File: src/rtl/lcdw_pkg.sv
package lcdw_pkg;
    typedef enum logic [2:0] {
        ST_IDLE    = 3'd0,
        ST_SETUP   = 3'd1,
        ST_STROBE  = 3'd2,
        ST_HOLD    = 3'd3,
        ST_RECOVER = 3'd4
    } lcdw_state_t;
endpackage

File: src/rtl/lcdw_timer.sv
module lcdw_timer #(
    parameter int CNT_W = 4
) (
    input  logic             clk,
    input  logic             rst_n,
    input  logic             load,
    input  logic [CNT_W-1:0] load_val,
    output logic             expired
);
    logic [CNT_W-1:0] cnt;

    always_ff @(posedge clk) begin
        if (!rst_n) begin
            cnt <= '0;
        end else if (load) begin
            cnt <= load_val;
        end else if (cnt != '0) begin
            cnt <= cnt - 1'b1;
        end
    end

    assign expired = (cnt == '0);
endmodule

File: src/rtl/lcdw_seq.sv
module lcdw_seq
    import lcdw_pkg::*;
#(
    parameter int SETUP_CYC = 2,
    parameter int PULSE_CYC = 4,
    parameter int HOLD_CYC  = 2,
    parameter int WAIT_CYC  = 10,
    parameter int CNT_W     = 4
) (
    input  logic             clk,
    input  logic             rst_n,
    input  logic             in_valid,
    input  logic             t_expired,
    output logic             t_load,
    output logic [CNT_W-1:0] t_val,
    output logic             capture,
    output logic             ready,
    output logic             strobe
);
    lcdw_state_t st, st_nx;

    // state register
    always_ff @(posedge clk) begin
        if (!rst_n) st <= ST_IDLE;
        else        st <= st_nx;
    end

    // transitions and timer loads
    always_comb begin
        st_nx  = st;
        t_load = 1'b0;
        t_val  = '0;
        unique case (st)
            ST_IDLE: if (in_valid) begin
                st_nx  = ST_SETUP;
                t_load = 1'b1;
                t_val  = CNT_W'(SETUP_CYC - 1);
            end
            ST_SETUP: if (t_expired) begin
                st_nx  = ST_STROBE;
                t_load = 1'b1;
                t_val  = CNT_W'(PULSE_CYC - 1);
            end
            ST_STROBE: if (t_expired) begin
                st_nx  = ST_HOLD;
                t_load = 1'b1;
                t_val  = CNT_W'(HOLD_CYC - 1);
            end
            ST_HOLD: if (t_expired) begin
                st_nx  = ST_RECOVER;
                t_load = 1'b1;
                t_val  = CNT_W'(WAIT_CYC - 1);
            end
            ST_RECOVER: if (t_expired) begin
                st_nx = ST_IDLE;
            end
            default: st_nx = ST_IDLE;
        endcase
    end

    // outputs decoded from the state register
    always_comb begin
        ready   = (st == ST_IDLE);
        strobe  = (st == ST_STROBE);
        capture = (st == ST_IDLE) && in_valid;
    end
endmodule

File: src/rtl/lcdw_bus_reg.sv
module lcdw_bus_reg #(
    parameter int DW = 8
) (
    input  logic          clk,
    input  logic          rst_n,
    input  logic          capture,
    input  logic [DW-1:0] byte_in,
    input  logic          sel_in,
    output logic [DW-1:0] bus_d,
    output logic          bus_sel
);
    always_ff @(posedge clk) begin
        if (!rst_n) begin
            bus_d   <= '0;
            bus_sel <= 1'b0;
        end else if (capture) begin
            bus_d   <= byte_in;
            bus_sel <= sel_in;
        end
    end
endmodule

File: src/rtl/lcd_bus_writer.sv
module lcd_bus_writer #(
    parameter int SETUP_CYC = 2,
    parameter int PULSE_CYC = 4,
    parameter int HOLD_CYC  = 2,
    parameter int WAIT_CYC  = 10
) (
    input  logic       clk,
    input  logic       rst_n,
    input  logic       in_valid,
    output logic       in_ready,
    input  logic [7:0] in_byte,
    input  logic       in_is_data,
    output logic [7:0] lcd_d,
    output logic       lcd_rs,
    output logic       lcd_rw,
    output logic       lcd_e
);
    localparam int MAX_AB  = (SETUP_CYC > PULSE_CYC) ? SETUP_CYC : PULSE_CYC;
    localparam int MAX_CD  = (HOLD_CYC > WAIT_CYC) ? HOLD_CYC : WAIT_CYC;
    localparam int MAX_CYC = (MAX_AB > MAX_CD) ? MAX_AB : MAX_CD;
    localparam int CNT_W   = $clog2(MAX_CYC + 1);

    logic             t_load, t_expired, capture;
    logic [CNT_W-1:0] t_val;

    lcdw_timer #(.CNT_W(CNT_W)) u_timer (
        .clk      (clk),
        .rst_n    (rst_n),
        .load     (t_load),
        .load_val (t_val),
        .expired  (t_expired)
    );

    lcdw_seq #(
        .SETUP_CYC (SETUP_CYC),
        .PULSE_CYC (PULSE_CYC),
        .HOLD_CYC  (HOLD_CYC),
        .WAIT_CYC  (WAIT_CYC),
        .CNT_W     (CNT_W)
    ) u_seq (
        .clk       (clk),
        .rst_n     (rst_n),
        .in_valid  (in_valid),
        .t_expired (t_expired),
        .t_load    (t_load),
        .t_val     (t_val),
        .capture   (capture),
        .ready     (in_ready),
        .strobe    (lcd_e)
    );

    lcdw_bus_reg #(.DW(8)) u_bus (
        .clk     (clk),
        .rst_n   (rst_n),
        .capture (capture),
        .byte_in (in_byte),
        .sel_in  (in_is_data),
        .bus_d   (lcd_d),
        .bus_sel (lcd_rs)
    );

    assign lcd_rw = 1'b0;
endmodule

File: config.mk
export PLATFORM = sky130hd
export DESIGN_NAME = lcd_bus_writer
export DESIGN_NICKNAME = d
export VERILOG_FILES = /design/src/rtl/lcdw_pkg.sv /design/src/rtl/lcdw_timer.sv /design/src/rtl/lcdw_seq.sv /design/src/rtl/lcdw_bus_reg.sv /design/src/rtl/lcd_bus_writer.sv
export SDC_FILE = /design/constraint.sdc
export NUM_CORES = 1
export LEC_CHECK = 0
export BUFFER_PORTS_ARGS = -buffer_cell sky130_fd_sc_hd__buf_2
export CAP_MARGIN = 10
export CORE_MARGIN = 3
export CORE_UTILIZATION = 50
export DETAILED_ROUTE_END_ITERATION = 10
export PLACE_DENSITY = 0.77
export SYNTH_ARGS = -nofsm -noshare
export SYNTH_HDL_FRONTEND = slang
export SYNTH_HIERARCHICAL = 1
export SYNTH_SLANG_ARGS = --single-unit
File: constraint.sdc
create_clock -name clk -period 3.9 [get_ports clk]
set_input_delay 0.78 -clock clk [delete_from_list [all_inputs] [get_ports clk]]
set_output_delay 0.78 -clock clk [all_outputs]
set_load 0.02 [all_outputs]
Yosys cells after proc, flatten, opt, wreduce, memory -nomap -nowiden
Index checks and enable logic that the tools add are counted.

Add/subtract/negate cells: 1. Eq/ne operators: 9. Muxes and demuxes: 16. Reductions and logical operators: 7.

Operators by type and width (number): $pmux 4 s4 (1); $mux 3 (5); $pmux 3 s5 (1); $mux 4 (3); $ne 2x2->1 const B (4); $eq 3x2->1 const B (2); $reduce_and 5->1 (1); $logic_not 4->1 (1); $mux 1 (4); $reduce_bool 4->1 (1); $sub 4x1->4 const B (1); $eq 3x1->1 const B (1); $eq 3x3->1 const B (1); $logic_not 3->1 (1); $reduce_or 3->1 (1); $mux 2 (1); $ne 2x1->1 const B (1); $pmux 1 s2 (1); $reduce_bool 2->1 (1); $logic_and 1x1->1 (1).

Bits in registers: 16. Output and inout port bits: 12. Logic and storage cells: 37.

Depth between registers and ports, before layout
Gate-level depths: netlist of the first run.

Depth after elaboration: 4. Mapped depth: 7. Gate-level depth less buffers: 7.

By module
Netlist of the first run, hierarchy kept.

By module, submodules not included: lcdw_bus_reg (instances 1, cells an instance 28, area each 337.8 µm²); lcdw_seq (instances 1, cells an instance 25, area each 232.7 µm²); lcdw_timer (instances 1, cells an instance 23, area each 230.2 µm²); lcd_bus_writer (instances 1, cells an instance 2, area each 11.3 µm²).

Least setup slack after synthesis of the first run
Ideal clock, no wire load.

Path type: input-to-reg. Start: in in_valid. End: reg u_timer.cnt[3]. Library setup time: 132 ps. Arrival: 1682 ps. Slack: 2086 ps. Stages: 4. Cells stage by stage: or3b_4 a21oi_1 nand2b_1 o31ai_1.

Cells in the longest elaborated chain, start to end: 3. Elaborated cells on any way between the ends: 4. Those cells by class: mux (3); reduce/logical (1).

Ends and longest elaborated chain: start: declaration (RTL line lcd_bus_writer.sv:9) `input logic in_valid,`; $mux 1 * (RTL line lcdw_seq.sv:34) `ST_IDLE: if (in_valid) begin`; $pmux 1 s2 * (RTL line lcdw_seq.sv:33) `unique case (st)`; via t_load (RTL line lcd_bus_writer.sv:23) `logic t_load, t_expired, capture;`; $mux 4 / $reduce_bool 2->1 (equally long branches); end signal: assignment (RTL line lcdw_timer.sv:16) `cnt <= load_val;`; end signal: assignment (RTL line lcdw_timer.sv:18) `cnt <= cnt - 1'b1;`; end: declaration (RTL line lcdw_timer.sv:10) `logic [CNT_W-1:0] cnt;`.

The timed path passes the listed nets; every way through them passes the cells marked *. A chain may end at the register's enable or synchronous reset.

Final worst setup path of the first run
Start: reg u_timer.cnt[0]. End: reg u_timer.cnt[3].

Cells in the longest elaborated chain, start to end: 4. Elaborated cells on any way between the ends: 10. Those cells by class: add/sub (1); mux (6); reduce/logical (3).

Ends and longest elaborated chain: $logic_not 4->1 * (RTL line lcdw_timer.sv:22) `assign expired = (cnt == '0);`; via t_expired (RTL line lcd_bus_writer.sv:23); $mux 1 * (RTL line lcdw_seq.sv:39, lcdw_seq.sv:44, lcdw_seq.sv:49); $pmux 1 s2 * (RTL line lcdw_seq.sv:33); via t_load (RTL line lcd_bus_writer.sv:23); $mux 4 / $reduce_bool 2->1 (equally long branches).

The timed path passes the listed nets; every way through them passes the cells marked *. The select of a mux whose other input is x is not followed.

==> metrics.txt, run 1 <==
status=complete, no violations; Tmin final=2.06 ns; gr busiest metal=met2; placed insts=110; crit path kind=reg2reg; synthesized instance count=around 80; synth-to-layout area growth=12.6%; floorplan row count=13; # nets final=approximately 110; CP cell instances=inv_1, ha_1, nor3b_4, o21ai_0, a21oi_1, nand2b_1, o31ai_1; drt first-iter violations=5; Die X-Extent=46.3 microns; DRC Markers=0; main flop type after synthesis=dfxtp_1; asr flop ratio synth=0; cell taking the most area after synthesis=dfxtp_1; all-layer global routing usage=0.139; ranking of synthesized cells by area=dfxtp_1 39%, mux2i_1 12%, nor2b_1 6.9%, buf_6 4.2%, o211a_1 2.5%; cts repair resizes=0; worst hold path type=reg2reg; DPL Wire Length=~930 microns; max frequency=0.485 GHz; CTS tree=yes; # fillers=135; maxcap violations=0; Critical Path RT=4.05 ns; I/O pins=24; final setup violation count=0; Non-Filler Instances=113; Mapped Area=~800 sq um; area of the die=2140 sq um; die span in y=46.3 microns; vias in the first global route=485; pwr dens=between 600 and 700 nW/um^2; crit path DAT=2.21 ns; total gr overflow=0; met2 Resource Use GR=0.209; IO Port Bufs=22; crit path buf inv count=1; GR Util met1=0.190; vias per std cell=5.12; maximum clock path buffer count=2; Hold Violations, Final=0; global-route met3 utilization=0.0352; Leak=0.419 nW; Worst-path clk slew=0.08 ns; CTS Buf Count=3; Total Routed Length=roughly 1.3 mm; Top delay family on crit path=compound AO/OA/AOI/OAI gates; fin crit share=0.529; antenna violations before repair=0; post-CTS setup buffers=0; Seq/Total Area, Yosys=0.394; Worst Path Max Fanout=10; ANT nets after route=0; synthesized area per cell=10.4 sq um; Hold Buf Count CTS=0; dominant cell by count in the synthesized netlist=dfxtp_1; Post-synth EDFFs=0; first-pass GRT wire length=~2.1 mm; Max IR drop VDD=~370 uV; Hold WS=0.512 ns; Cell variety after synth=32; Synth Register Bits=16; # diodes=0; WL/cell=11.4 microns; Slew @ Worst Pin=0.507 ns; synth cell count leaders=16 x dfxtp_1, 10 x mux2i_1, 9 x nor2b_1; Critical Path Source Type=flop; setup TNS=0 ns; Clk Latency, worst-skew pair=0.27 ns; Core ar.=about 1400 sq um; Slew Limit Fails=0; post-synth top area share=0.394; Root Buffer=clkbuf_4; Setup Skew=between 0.003 and 0.004 ns; vias=579; initial cell density of the core=0.574; largest net degree at the start of global routing=18; RePlAce Congestion=0.748; 1st-pass router iterations=4; Slew HR=0.662; slowest stage delay, CP=0.41 ns; Post-Syn Nets=91; RSZ-0062 raised after global routing=false; Critical Path Slowest Stage Cell=nor3b_4; critical path capture point type=flop; Yosys warnings=6; share of cells above drive strength 1=0.337; clk sinks=16; CTS H-tree lvls=1; Finished Core Util=0.646
[layer usage]
layer | routed length, microns | up-vias
li1 | - | 312
met1 | 652 | 247
met2 | 542 | 18
met3 | 82 | 2
met4 | 12 | 0
met5 | 0 | -
[logic make-up after synthesis]
family          synth area share
mux                        0.156
fa+ha+maj                 0.0154
compound gates             0.102
xor+xnor                  0.0216
buf+inv                   0.0740
flops                      0.394
simple gates               0.228
other cells              0.00925
[area by class of cell]
type,count,area [sq um],share of cell area
clock buffers,3,22.5,0.0246
inverters,3,11.3,0.0123
multi-input cells,54,432,0.472
flip-flops and latches,16,320,0.350
well taps,15,18.8,0.0205
repair buffers,22,110,0.120
[state kept, by name, summed over array words and instances (netlist names)]
register / count
u_bus/bus_d: 8
u_bus/bus_sel: 1
u_seq/st: 3
u_timer/cnt: 4
[through the flow]
| stage | setup slack, ns | instance area, sq um | power, mW |
|---|---|---|---|
| 2_1_floorplan | 2.09 | 812 | 0.508 |
| 3_3_place_gp | 1.92 | 892 | 0.543 |
| 3_5_place_dp | 1.89 | 892 | 0.549 |
| 4_1_cts | 1.82 | 915 | 0.635 |
| 5_1_grt | 1.61 | 915 | 0.678 |
| 6_report | 1.84 | 915 | 0.626 |
[worst paths after layout]
path                        from        endpoint  slack (ns)  cells past startpoint
hold / removal    u_bus/bus_d[2]  u_bus/bus_d[2]        0.51                      2
setup reg to reg  u_timer/cnt[0]  u_timer/cnt[3]        1.84                      7
hold reg to reg   u_bus/bus_d[2]  u_bus/bus_d[2]        0.51                      2
setup / recovery  u_timer/cnt[0]  u_timer/cnt[3]        1.84                      7
[worst register-to-register path, cell delays in order, from the launching register on]
cell and delay, ns:
dfxtp_1 0.33, inv_1 0.09, ha_1 0.21, nor3b_4 0.41, o21ai_0 0.19, a21oi_1 0.40
nand2b_1 0.23, o31ai_1 0.08
[where the power goes]
| group | internal (mW) | switching, mW |
|---|---|---|
| logic | 0.146 | 0.153 |
| clock network | 0.0357 | 0.0457 |
| registers | 0.203 | 0.0426 |
[layout by cell type (no fill, tap or decap), types with 2 or more instances in the layout]
cell type / count
a21oi_1: 2
buf_2: 22
clkbuf_4: 3
conb_1: 2
dfxtp_1: 16
inv_1: 3
mux2i_1: 10
nand2_1: 2
nand2b_1: 2
nand3_1: 3
nor2b_1: 9
nor3_1: 2
o211a_1: 2
xnor2_1: 2
No activity file was read; power rests on OpenSTA's default activity.
==> run 2, diff against run 1 <==
- ABC_AREA: unset -> 1
- CORE_UTILIZATION: 50 -> 46
- PLACE_DENSITY: 0.77 -> 0.73
- clock period: 3.9 -> 1.7 ns (I/O delays scaled with it)
==> run 2 against run 1 <==
  * Sequential power increased by 150%
  * Area after synthesis increased by 15%
  * Sequential share of layout area decreased by 7.2 points
  * Via count increased by 53%
  * Cell area increased by 27%
  * Utilization decreased by 0.85 points
  * Worst hold slack got worse by 0.19 ns
  * Die area increased by 22%
  * Clock power increased to 3.2 times the previous value
  * Critical path depth increased by 5
  * Global-route usage increased by 3.2 points
  * Combinational power increased to 4.2 times the previous value
  * Highest routed layer unchanged
==> metrics.txt, run 2 <==
status=complete, no violations; dominant cell by count in the synthesized netlist=nand2_1; CTS Buf Count=3 (unchanged); Critical Path Source Type=flop; Hold WS=0.323 ns (-0.189 ns); first-pass GRT wire length=3.32 mm (+56%); initial cell density of the core=0.515 (-0.0591); met2 Resource Use GR=0.255 (+0.0466); die span in y=51.1 microns (+10%); Leak=0.628 nW (+50%); synthesized area per cell=6.74 sq um (-35%); # nets final=182 (+61%); Pint=1.14 mW (+200%); Synth Register Bits=16 (unchanged); max frequency=0.615 GHz (+27%); cell taking the most area after synthesis=dfxtp_1; ANT nets after route=0 (unchanged); global-route met3 utilization=0.0379 (+0.00274); IO Port Bufs=22 (unchanged); Worst-path clk slew=0.09 ns (about the same); DRC Markers=0 (unchanged); Clock Power Share=0.123 (-0.007); Non-Filler Instances=193 (+71%); placement-stage cell area=1070 sq um (+19%); main flop type after synthesis=dfxtp_1; placed insts=186 (+69%); floorplan row count=15 (+2); Total Routed Length=2.02 mm (+57%); clk sinks=16 (unchanged); share of cells above drive strength 1=0.423 (+0.0859); area of the die=2610 sq um (+22%); GR Util met1=0.217 (+0.0272); RePlAce Congestion=0.890 (+19%); switching fraction of total power=0.462 (+0.0761); post-synth top area share=0.342 (-0.0527); Post-synth EDFFs=0 (unchanged); gr busiest metal=met2; # diodes=0 (unchanged); largest net degree at the start of global routing=15 (-3); asr flop ratio synth=0 (unchanged); setup ws final=0.0749 ns (-1.76 ns); Yosys warnings=6 (unchanged); Post-Syn Nets=152 (+67%); Worst Path Max Fanout=6 (-4); Slew Limit Fails=0 (unchanged); fin crit share=0.956 (+0.427); # fillers=180 (+33%); crit path kind=reg2reg; critical path capture point type=flop; vias in the first global route=770 (+59%); crit path DAT=1.83 ns (-0.38 ns); Core ar.=1820 sq um (+29%); synth cell count leaders=34 x nand2_1, 23 x inv_1, 18 x nor2_2, 16 x dfxtp_1, 11 x nor2_1; vias per std cell=4.59 (-11%); total gr overflow=0 (unchanged); antenna violations before repair=0 (unchanged); Seq/Total Area, Yosys=0.342 (-0.0527); top flop regs=u_bus/bus_d x8, u_timer/cnt x4, u_seq/st x3; 1st-pass router iterations=4 (unchanged); P_sw=0.977 mW (+300%); pwr dens=1820 nW/um^2 (+170%); Finished Cell Area=1160 sq um (+27%); setup TNS=0 ns (unchanged); Hold Buf Count CTS=0 (unchanged); CTS H-tree lvls=1 (unchanged); Mapped Area=937 sq um (+15%); synthesized instance count=139 (+78%); Comb power frac=0.591 (+0.113); drt first-iter violations=18 (+13); WL/cell=10.5 microns (-8.3%); Biggest register=u_bus/bus_d; all-layer global routing usage=0.172 (+0.0325); Max IR drop VDD=1130 uV (+200%); Die X-Extent=51.1 microns (+10%); I/O pins=24 (unchanged); worst hold path type=in2reg; CTS tree=yes; Cell variety after synth=23 (-28%); ranking of synthesized cells by area=dfxtp_1 34%, nand2_1 14%, nor2_2 12%, inv_1 9.2%, nor2_1 4.4%; max reg flops=8 (unchanged); most frequent cells in the layout=33 x nand2_1, 21 x buf_2, 21 x inv_1; Root Buffer=clkbuf_4; Setup Skew=0.00172 ns (-0.00140 ns); maxcap violations=0 (unchanged); Clk Latency, worst-skew pair=0.30 ns (+0.03 ns); synth-to-layout area growth=23.9%; DPL Wire Length=1.41 mm (+52%); Hold Violations, Final=0 (unchanged); commonest non-fill, non-tap cell in the layout=nand2_1; Tmin final=1.63 ns (-0.436 ns); final setup violation count=0 (unchanged); vias=885 (+53%); dpl ws=-0.0155 ns (-1.90 ns); Critical Path RT=1.91 ns (-2.14 ns); maximum clock path buffer count=2 (unchanged); sequential power share=0.285 (-0.107)
## run 2: timing repair
action,in CTS,in global routing
pin swaps,0,3
hold endpoints to repair,0,0
resized for setup,1,11
setup endpoints to repair,1,5
buffers inserted,0,3
## run 2: metrics by stage
stage / util / total power [mW]
6_report: 0.638 / 2.11
4_1_cts: 0.607 / 1.97
2_1_floorplan: - / 1.47
3_5_place_dp: 0.586 / 1.69
3_3_place_gp: 0.586 / 1.66
5_1_grt: 0.638 / 2.30
## run 2: cell type report
class	count	area, sq um	area share
clock buffers	4	36.3	0.0313
multi-input cells	92	500	0.431
well taps	25	31.3	0.0269
repair buffers	30	173	0.149
flip-flops and latches	16	323	0.278
inverters	26	97.6	0.0841
## run 2: final timing paths
| kind | from | cells past startpoint | slack (ns) | endpoint |
|---|---|---|---|---|
| worst max register to register | u_timer/cnt[0] | 12 | 0.07 | u_timer/cnt[3] |
| worst min-delay path | in_is_data | 5 | 0.32 | u_bus/bus_sel |
| worst min register to register | u_bus/bus_d[6] | 2 | 0.48 | u_bus/bus_d[6] |
| worst max-delay path | u_timer/cnt[0] | 12 | 0.07 | u_timer/cnt[3] |
## run 2: metal layers
metal	up-vias	wire length, microns
met4	0	54
met5	-	0
met1	384	914
met2	29	936
met3	5	116
li1	467	-
## run 2: logic make-up after synthesis
family / Yosys count / share of synthesized area
AND/OR/NAND/NOR: 79 / 0.411
AO/OA/AOI/OAI: 10 / 0.0574
adder cells (fa/ha/maj): 1 / 0.0133
flip-flops: 16 / 0.342
buffers and inverters: 31 / 0.168
other: 2 / 0.00801
## run 2: worst max-delay path, cell delays in order, from the launching register on
cell and delay, ns:
dfxtp_2 0.33, inv_2 0.08, ha_4 0.15, nand2_4 0.06, nor2_4 0.13, o21ai_2 0.08
nand2_2 0.07, inv_2 0.06, nor2_4 0.15, inv_2 0.08, or2_0 0.20, nand3_1 0.08
nor2_1 0.04
## run 2: power groups by stage
stage	Sequential, mW	Combinational (mW)	Clock (mW)
after floorplan	0.670	0.805	0
after detailed placement	0.600	1.09	0
final	0.604	1.25	0.260
after CTS	0.593	1.10	0.270
after global routing	0.622	1.39	0.288
after global placement	0.595	1.07	0
